<file path="src/rtl/sbus_pkg.sv">
package sbus_pkg;
  localparam int REG_W       = 5;
  localparam int BIT_REL_TRG = 0;
  localparam int BIT_CMD_TRG = 1;
  localparam int BIT_REL_FLG = 2;
  localparam int BIT_CMD_FLG = 3;
  localparam int BIT_ACK     = 4;

  typedef enum logic [1:0] {
    ACK_IDLE  = 2'd0,
    ACK_ARMED = 2'd1,
    ACK_LOW   = 2'd2,
    ACK_HIGH  = 2'd3
  } ack_state_t;
endpackage

</file>
<file path="src/rtl/sbus_sync.sv">
module sbus_sync #(
  parameter int STAGES  = 2,
  parameter int W       = 1,
  parameter logic [W-1:0] RST_VAL = '1
) (
  input  logic         clk,
  input  logic         rst,
  input  logic [W-1:0] d,
  output logic [W-1:0] q
);
  logic [W-1:0] chain [STAGES];

  for (genvar s = 0; s < STAGES; s++) begin : g_stage
    always_ff @(posedge clk) begin
      if (rst) chain[s] <= RST_VAL;
      else if (s == 0) chain[s] <= d;
      else chain[s] <= chain[(s == 0) ? 0 : s-1];
    end
  end

  assign q = chain[STAGES-1];
endmodule

</file>
<file path="src/rtl/sbus_cond_det.sv">
module sbus_cond_det (
  input  logic clk,
  input  logic rst,
  input  logic sck_s,
  input  logic sdi_s,
  output logic rel_det,
  output logic cmd_det,
  output logic sck_fall,
  output logic sck_rise
);
  logic sck_q, sdi_q;

  always_ff @(posedge clk) begin
    if (rst) begin
      sck_q <= 1'b1;
      sdi_q <= 1'b1;
    end else begin
      sck_q <= sck_s;
      sdi_q <= sdi_s;
    end
  end

  // Data edges count only while the clock stays high across both samples.
  assign rel_det  = sck_s & sck_q & sdi_s & ~sdi_q;
  assign cmd_det  = sck_s & sck_q & ~sdi_s & sdi_q;
  assign sck_fall = ~sck_s & sck_q;
  assign sck_rise = sck_s & ~sck_q;
endmodule

</file>
<file path="src/rtl/sbus_ack_gen.sv">
module sbus_ack_gen
  import sbus_pkg::*;
(
  input  logic clk,
  input  logic rst,
  input  logic arm,
  input  logic sck_fall,
  input  logic sck_rise,
  output logic pend,
  output logic active,
  output logic done
);
  ack_state_t st, st_nx;

  always_comb begin
    st_nx = st;
    done  = 1'b0;
    unique case (st)
      ACK_IDLE:  if (arm) st_nx = ACK_ARMED;
      ACK_ARMED: if (sck_fall) st_nx = ACK_LOW;
      ACK_LOW:   if (sck_rise) st_nx = ACK_HIGH;
      ACK_HIGH:  if (sck_fall) begin
                   st_nx = ACK_IDLE;
                   done  = 1'b1;
                 end
      default:   st_nx = ACK_IDLE;
    endcase
  end

  always_ff @(posedge clk) begin
    if (rst) st <= ACK_IDLE;
    else     st <= st_nx;
  end

  assign pend   = (st != ACK_IDLE);
  assign active = (st == ACK_LOW) || (st == ACK_HIGH);
endmodule

</file>
<file path="src/rtl/sbus_ctl.sv">
module sbus_ctl
  import sbus_pkg::*;
#(
  parameter int SYNC_STAGES = 2
) (
  input  logic             clk,
  input  logic             rst,
  input  logic             port_en,
  input  logic             reg_we,
  input  logic [REG_W-1:0] reg_wdata,
  output logic [REG_W-1:0] reg_rdata,
  input  logic             sck_in,
  input  logic             sdi_in,
  input  logic             xfer_start,
  input  logic             xfer_done,
  input  logic             addr_rx,
  input  logic             addr_match,
  output logic             so_out
);
  logic [1:0] line_s;
  logic rel_det, cmd_det, sck_fall, sck_rise;
  logic ack_pend, ack_active, ack_done, ack_arm;
  logic so_latch, rel_flag, cmd_flag, busy;

  sbus_sync #(.STAGES(SYNC_STAGES), .W(2), .RST_VAL(2'b11)) u_sync (
    .clk(clk), .rst(rst), .d({sck_in, sdi_in}), .q(line_s)
  );

  sbus_cond_det u_det (
    .clk(clk), .rst(rst), .sck_s(line_s[1]), .sdi_s(line_s[0]),
    .rel_det(rel_det), .cmd_det(cmd_det),
    .sck_fall(sck_fall), .sck_rise(sck_rise)
  );

  assign ack_arm = reg_we & reg_wdata[BIT_ACK] & ~busy;

  sbus_ack_gen u_ack (
    .clk(clk), .rst(rst), .arm(ack_arm),
    .sck_fall(sck_fall), .sck_rise(sck_rise),
    .pend(ack_pend), .active(ack_active), .done(ack_done)
  );

  always_ff @(posedge clk) begin
    if (rst) begin
      so_latch <= 1'b1;
      busy     <= 1'b0;
      rel_flag <= 1'b0;
      cmd_flag <= 1'b0;
      so_out   <= 1'b1;
      reg_rdata <= '0;
    end else begin
      if (reg_we && reg_wdata[BIT_REL_TRG])      so_latch <= 1'b1;
      else if (reg_we && reg_wdata[BIT_CMD_TRG]) so_latch <= 1'b0;

      if (xfer_start)     busy <= 1'b1;
      else if (xfer_done) busy <= 1'b0;

      if (!port_en || xfer_start || (addr_rx && !addr_match)) rel_flag <= 1'b0;
      else if (rel_det)                                        rel_flag <= 1'b1;

      if (!port_en || xfer_start || rel_det) cmd_flag <= 1'b0;
      else if (cmd_det)                      cmd_flag <= 1'b1;

      so_out <= ack_active ? 1'b0 : so_latch;

      reg_rdata              <= '0;
      reg_rdata[BIT_REL_FLG] <= rel_flag;
      reg_rdata[BIT_CMD_FLG] <= cmd_flag;
      reg_rdata[BIT_ACK]     <= ack_pend;
    end
  end
endmodule

</file>
<file path="config.mk">
export PLATFORM = sky130hd
export DESIGN_NAME = sbus_ctl
export DESIGN_NICKNAME = d
export VERILOG_FILES = /design/src/rtl/sbus_pkg.sv /design/src/rtl/sbus_sync.sv /design/src/rtl/sbus_cond_det.sv /design/src/rtl/sbus_ack_gen.sv /design/src/rtl/sbus_ctl.sv
export SDC_FILE = /design/constraint.sdc
export NUM_CORES = 1
export LEC_CHECK = 0
export BUFFER_PORTS_ARGS = -buffer_cell sky130_fd_sc_hd__buf_2
export CAP_MARGIN = 20
export CORE_MARGIN = 2
export CORE_UTILIZATION = 47
export CTS_CLUSTER_SIZE = 16
export DETAILED_ROUTE_END_ITERATION = 8
export HOLD_SLACK_MARGIN = 0.12
export PLACE_DENSITY = 0.75
export SYNTH_ARGS = -nofsm -noshare
export SYNTH_HDL_FRONTEND = slang
export SYNTH_SLANG_ARGS = --single-unit
</file>
<file path="constraint.sdc">
create_clock -name clk -period 2.15 [get_ports clk]
set_input_delay 0.3225 -clock clk [delete_from_list [all_inputs] [get_ports clk]]
set_output_delay 0.3225 -clock clk [all_outputs]
set_load 0.05 [all_outputs]
</file>
==> results.json, run 1 <==
{
  "grt_max_degree": 17,
  "yosysTopAreaCell": "dfxtp_1",
  "ys_warn_count": 0,
  "fp.dieW_um": 41.17,
  "critPathRequiredTime_ns": 2.34,
  "grt-ovfl-total": 0,
  "io_pins": 21,
  "cp-end-kind": "flop",
  "skew_ns": 0.001220,
  "rsz0062_at_grt": "no",
  "fillers": 131,
  "drtIter0Drc": 0,
  "finalSetupViolCount": 0,
  "initial_core_util_pct": 49.90,
  "die_h_um": 41.17,
  "layout.nets": 107,
  "root_buffer": "clkbuf_4",
  "cts_resized": 0,
  "grt_pass1_vias": 362,
  "gp_congestion": 0.6453,
  "post-route-min-period_ns": 1.830,
  "crit_arrival_ns": 2.02,
  "drive_gt1_share_pct": 31.40,
  "startpoint_type": "flop",
  "cts_sinks": 16,
  "path_clk_slew_ns": 0.09,
  "netlist_area_um2": 649.4,
  "slowest_delay_ns": 0.40,
  "wl_per_cell_um": 9.426,
  "clock_latency_ns": 0.28,
  "stdcell_area_um2": 769.5,
  "dieArea_um2": 1695,
  "final_max_slew_viol_count": 0,
  "diodes": 0,
  "leakagePower_nw": 0.3609,
  "place.port_buffers": 16,
  "fin_crit_sh_pct": 85.14,
  "tns_ns": 0,
  "worstPathCellList": "inv_1 -> ha_1 -> or2_1 -> or3b_1 -> a21o_1 -> a211oi_1",
  "num_vias": 473,
  "areaGrowthSynthToFinish_pct": 18.50,
  "worst_hold_path_type": "primary input to flop",
  "cts_hold_buf": 0,
  "max-clock-path-buffers": 2,
  "ant_nets": 0,
  "crit_path_max_fanout": 4,
  "fmax_mhz": 546.3,
  "wirelength_um": 952,
  "ys_ff_latch": 16,
  "multi_input_area_um2": 302.8,
  "fp.coreArea_um2": 1301,
  "maxCapViolCount": 0,
  "cts_buffers": 3,
  "powerDensity_nw_per_um2": 1012,
  "seqCellArea_um2": 320.3,
  "dp_hpwl_um": 678.8,
  "yosys.area.top_type_share_pct": 49.33,
  "drc_errors": 0,
  "first_pass_iters": 1,
  "path_class": "flop to flop",
  "place_area_um2": 733.2,
  "status": "finished, final reports clean",
  "antenna_found_initial": 0,
  "synth_cells": 68,
  "std_cell_rows": 13,
  "yosysSeqAreaShare_pct": 49.33,
  "ir_worst_vdd_mv": 0.4095,
  "avgSynthCellArea_um2": 9.550,
  "synth_area_leaders": "dfxtp_1 49%, ha_1 9.6%, or2_2 5.8%",
  "vias_per_cell": 4.683,
  "grt_usage_pct": 13.41,
  "tritoncts": "done",
  "cpMaxStageDelayCell": "or3b_1",
  "ys_types": 24,
  "grt_pass1_wl_um": 1393,
  "post_cts_buffers": 0,
  "cts_htree_levels": 1,
  "hold_viol": 0
}
kinds of logic after synthesis:
logic type,Yosys count,share of synthesized area (%)
buffers and inverters,6,4.623
AO/OA/AOI/OAI,11,11.95
AND/OR/NAND/NOR,28,22.35
flip-flops,16,49.33
other,1,0.5775
adder cells (fa/ha/maj),5,9.634
multiplexers,1,1.541
cells in the final DEF (no fill, tap or decap), types with 2 or more instances in the layout:
cell	instances
a21o_1	2
buf_2	16
conb_1	2
clkbuf_4	3
inv_1	3
nand2_1	5
nor2_1	7
nor2b_1	3
ha_1	5
dfxtp_1	16
a21oi_1	3
or2_2	6
nand2b_1	3
worst max-delay path, delay by kind of cell (launching register included):
family / cells / cell delay, ns
and+or+nand+nor: 2 / 0.63
AOI/OAI and AO/OA: 2 / 0.46
DFF: 1 / 0.38
adders and majority gates: 1 / 0.17
buffers and inverters: 1 / 0.09
cell usage after synthesis, drive strengths merged:
cell type,n
nand3,1
a21oi,3
nor2,7
mux2i,1
o21a,1
clkbuf,1
inv,3
conb,1
or2,7
a211oi,1
a221o,1
nand2,5
nand2b,3
ha,5
a21o,3
nor2b,3
nor3,1
buf,2
dfxtp,16
o21ai,1
a2111oi,1
or3b,1
report_power, final:
group	switching [mW]	internal, mW	total, mW
sequential	0.0187	0.328	0.347
clock	0.0920	0.103	0.195
combinational	0.139	0.0978	0.237
total	0.250	0.529	0.779
flip-flops by register name, indices dropped and copies added (netlist names):
register,cells
u_det.sck_q,1
so_out,1
reg_rdata,3
busy,1
u_ack.st,2
so_latch,1
cmd_flag,1
u_det.sdi_q,1
u_sync.chain,4
rel_flag,1
area by class of cell:
class                           count  share of cell area, %
Inverter                            3                  1.463
Tap cell                           15                  2.439
Clock buffer                        4                  4.715
Sequential cell                    16                  41.63
Multi-Input combinational cell     47                  39.35
Timing Repair Buffer               16                  10.41
final timing paths:
kind	from	end	slack, ns	depth (start not counted)
worst max-delay path	u_ack.st[1]	u_ack.st[0]	0.32	6
worst min-delay path	sdi_in	u_sync.chain[0][0]	0.22	2
worst max register to register	u_ack.st[1]	u_ack.st[0]	0.32	6
worst min register to register	u_sync.chain[0][1]	u_sync.chain[1][1]	0.42	1
stage by stage:
| stage | hold slack [ns] | setup slack [ns] | util [%] | cells | power, mW |
|---|---|---|---|---|---|
| floorplan | 0.3895 | 0.5113 | - | 69 | 0.5395 |
| global placement | 0.3913 | 0.4354 | 56.35 | 97 | 0.5776 |
| detailed placement | 0.3976 | 0.3721 | 56.35 | 97 | 0.5855 |
| CTS | 0.2040 | 0.2994 | 59.13 | 101 | 0.7914 |
| global route | 0.1999 | 0.2177 | 59.13 | 101 | 0.8356 |
| finish | 0.2185 | 0.3195 | 59.13 | 101 | 0.7790 |
layer usage:
metal  track usage, %  routed length (um)  up-vias
met5                0                   0        -
met4            9.677                   6        0
met3            4.891                  63        2
met2            22.27                 442       14
met1            13.68                 440      205
li1                 -                   -      252
(Power assumes the default switching activity.)
==> inputs of run 2 (changes only) <==
Settings changed: CORE_UTILIZATION 47 to 35, PLACE_DENSITY 0.75 to unset.
==> run 2 against run 1 <==
  * Non-clock buffer count is the same
  * Clock skew grew 0.0046 ns
  * Clock-buffer cell count shrank 1
  * Routed wire length grew 1.8%
  * Die area grew 31%
  * Design area shrank 0.16%
  * Sequential share of layout area grew 0.068 points
  * Critical path depth is the same
  * Core utilization shrank 15 points
  * Critical path type unchanged
  * Critical endpoint unchanged
  * Largest cell class unchanged
==> results.json, run 2 (same netlist as run 1, synthesis figures left out) <==
{
  "cts_htree_levels": 1,
  "grt_max_degree": 17,
  "skew_ns": 0.005774,
  "fillers": 187,
  "areaGrowthSynthToFinish_pct": 18.30,
  "powerDensity_nw_per_um2": 957.0,
  "fmax_mhz": 564.9,
  "largest_reg_flops": 4,
  "fin_crit_sh_pct": 82.34,
  "post_cts_buffers": 0,
  "switching_share_pct": 33.15,
  "p_switching_mw": 0.2437,
  "gp_congestion": 0.6891,
  "regMostFlops": "u_sync.chain",
  "startpoint_type": "flop",
  "cts_buffers": 3,
  "leakagePower_nw": 0.3537,
  "crit_arrival_ns": 1.97,
  "finalSetupViolCount": 0,
  "final_max_slew_viol_count": 0,
  "grt_pass1_vias": 390,
  "vias_per_cell": 4.291,
  "status": "finished, final reports clean",
  "crit_path_max_fanout": 4,
  "cp-end-kind": "flop",
  "drc_errors": 0,
  "combinationalPowerShare_pct": 32.2,
  "pwr-share-clk_pct": 20.6,
  "num_vias": 472,
  "rsz0062_at_grt": "no",
  "root_buffer": "clkbuf_4",
  "intPower_mw": 0.4915,
  "p_seq_share_pct": 47.2,
  "grt-ovfl-total": 0,
  "fp.coreArea_um2": 1727,
  "critPathRequiredTime_ns": 2.35,
  "diodes": 0,
  "ir_worst_vdd_mv": 0.3522,
  "initial_core_util_pct": 37.61,
  "tns_ns": 0,
  "path_buf_inv": 1,
  "cts_resized": 0,
  "tritoncts": "done",
  "drtIter0Drc": 1,
  "ant_nets": 0,
  "dp_hpwl_um": 737.5,
  "drive_gt1_share_pct": 30.59,
  "worst_hold_path_type": "primary input to flop",
  "clock_latency_ns": 0.28,
  "dieArea_um2": 2216,
  "place.port_buffers": 16,
  "cpLargestDelayFamily": "simple AND/OR/NAND/NOR gates",
  "die_h_um": 47.08,
  "maxCapViolCount": 0,
  "wirelength_um": 969,
  "top_regs": "u_sync.chain: 4 flops, reg_rdata: 3 flops, u_ack.st: 2 flops",
  "cts_hold_buf": 0,
  "mostFrequentLayoutCells": "16 x dfxtp_1, 16 x buf_2, 7 x nor2_1",
  "grt_usage_pct": 10.45,
  "post-route-min-period_ns": 1.770,
  "std_cell_rows": 15,
  "final_util_pct": 44.49,
  "first_pass_iters": 2,
  "cpMaxStageDelayCell": "or3b_1",
  "path_clk_slew_ns": 0.09,
  "path_class": "flop to flop",
  "grt_pass1_wl_um": 1497,
  "fp.dieW_um": 47.08,
  "worstPathCellList": "inv_1 -> ha_1 -> or2_1 -> or3b_1 -> a21o_1 -> a211oi_1",
  "hold_viol": 0,
  "antenna_found_initial": 0,
  "io_pins": 21,
  "max-clock-path-buffers": 2,
  "slowest_delay_ns": 0.40,
  "cts_sinks": 16,
  "wl_per_cell_um": 8.809,
  "layout.nets": 107
}
run 2: worst reg2reg max path, stage by stage, from the launching register on:
cell and delay, ns:
dfxtp_1 0.38, inv_1 0.09, ha_1 0.17, or2_1 0.23, or3b_1 0.40, a21o_1 0.19, a211oi_1 0.22
run 2: power by group through the flow:
| stage | combinational [mW] | sequential [mW] | clock [mW] |
|---|---|---|---|
| 2_1_floorplan | 0.153 | 0.386 | 0 |
| 3_3_place_gp | 0.231 | 0.353 | 0 |
| 3_5_place_dp | 0.238 | 0.354 | 0 |
| 4_1_cts | 0.238 | 0.347 | 0.158 |
| 5_1_grt | 0.266 | 0.352 | 0.170 |
| 6_report | 0.237 | 0.347 | 0.152 |
run 2: final timing paths:
check | start | slack [ns] | endpoint | depth (start not counted)
max | u_ack.st[1] | 0.38 | u_ack.st[0] | 6
min | sck_in | 0.22 | u_sync.chain[0][1] | 2
max reg2reg | u_ack.st[1] | 0.38 | u_ack.st[0] | 6
min reg2reg | u_sync.chain[0][0] | 0.42 | u_sync.chain[1][0] | 1
run 2: cell type report:
class                           instances  area (um^2)  area share [%]
Sequential cell                        16        320.3           41.69
Multi-Input combinational cell         47        302.8           39.41
Timing Repair Buffer                   16        80.08           10.42
Tap cell                               25        31.28           4.072
Clock buffer                            3        22.52           2.932
Inverter                                3        11.26           1.466
run 2: stage by stage:
step	cell area (um^2)	worst slack [ns]	hold slack, ns	power, mW	instances
CTS	768.2	0.3588	0.2137	0.7440	110
global route	768.2	0.2664	0.2057	0.7877	110
finish	768.2	0.3798	0.2225	0.7352	110
global placement	745.7	0.4227	0.3935	0.5837	107
floorplan	653.1	0.5113	0.3895	0.5395	69
detailed placement	745.7	0.3541	0.3980	0.5914	107
run 2: layer usage:
metal,vias up,routed length [um],GRT usage [%]
li1,254,-,-
met1,201,469,11.21
met4,0,11,8.333
met2,15,411,15.89
met3,2,76,4.615
met5,-,0,0
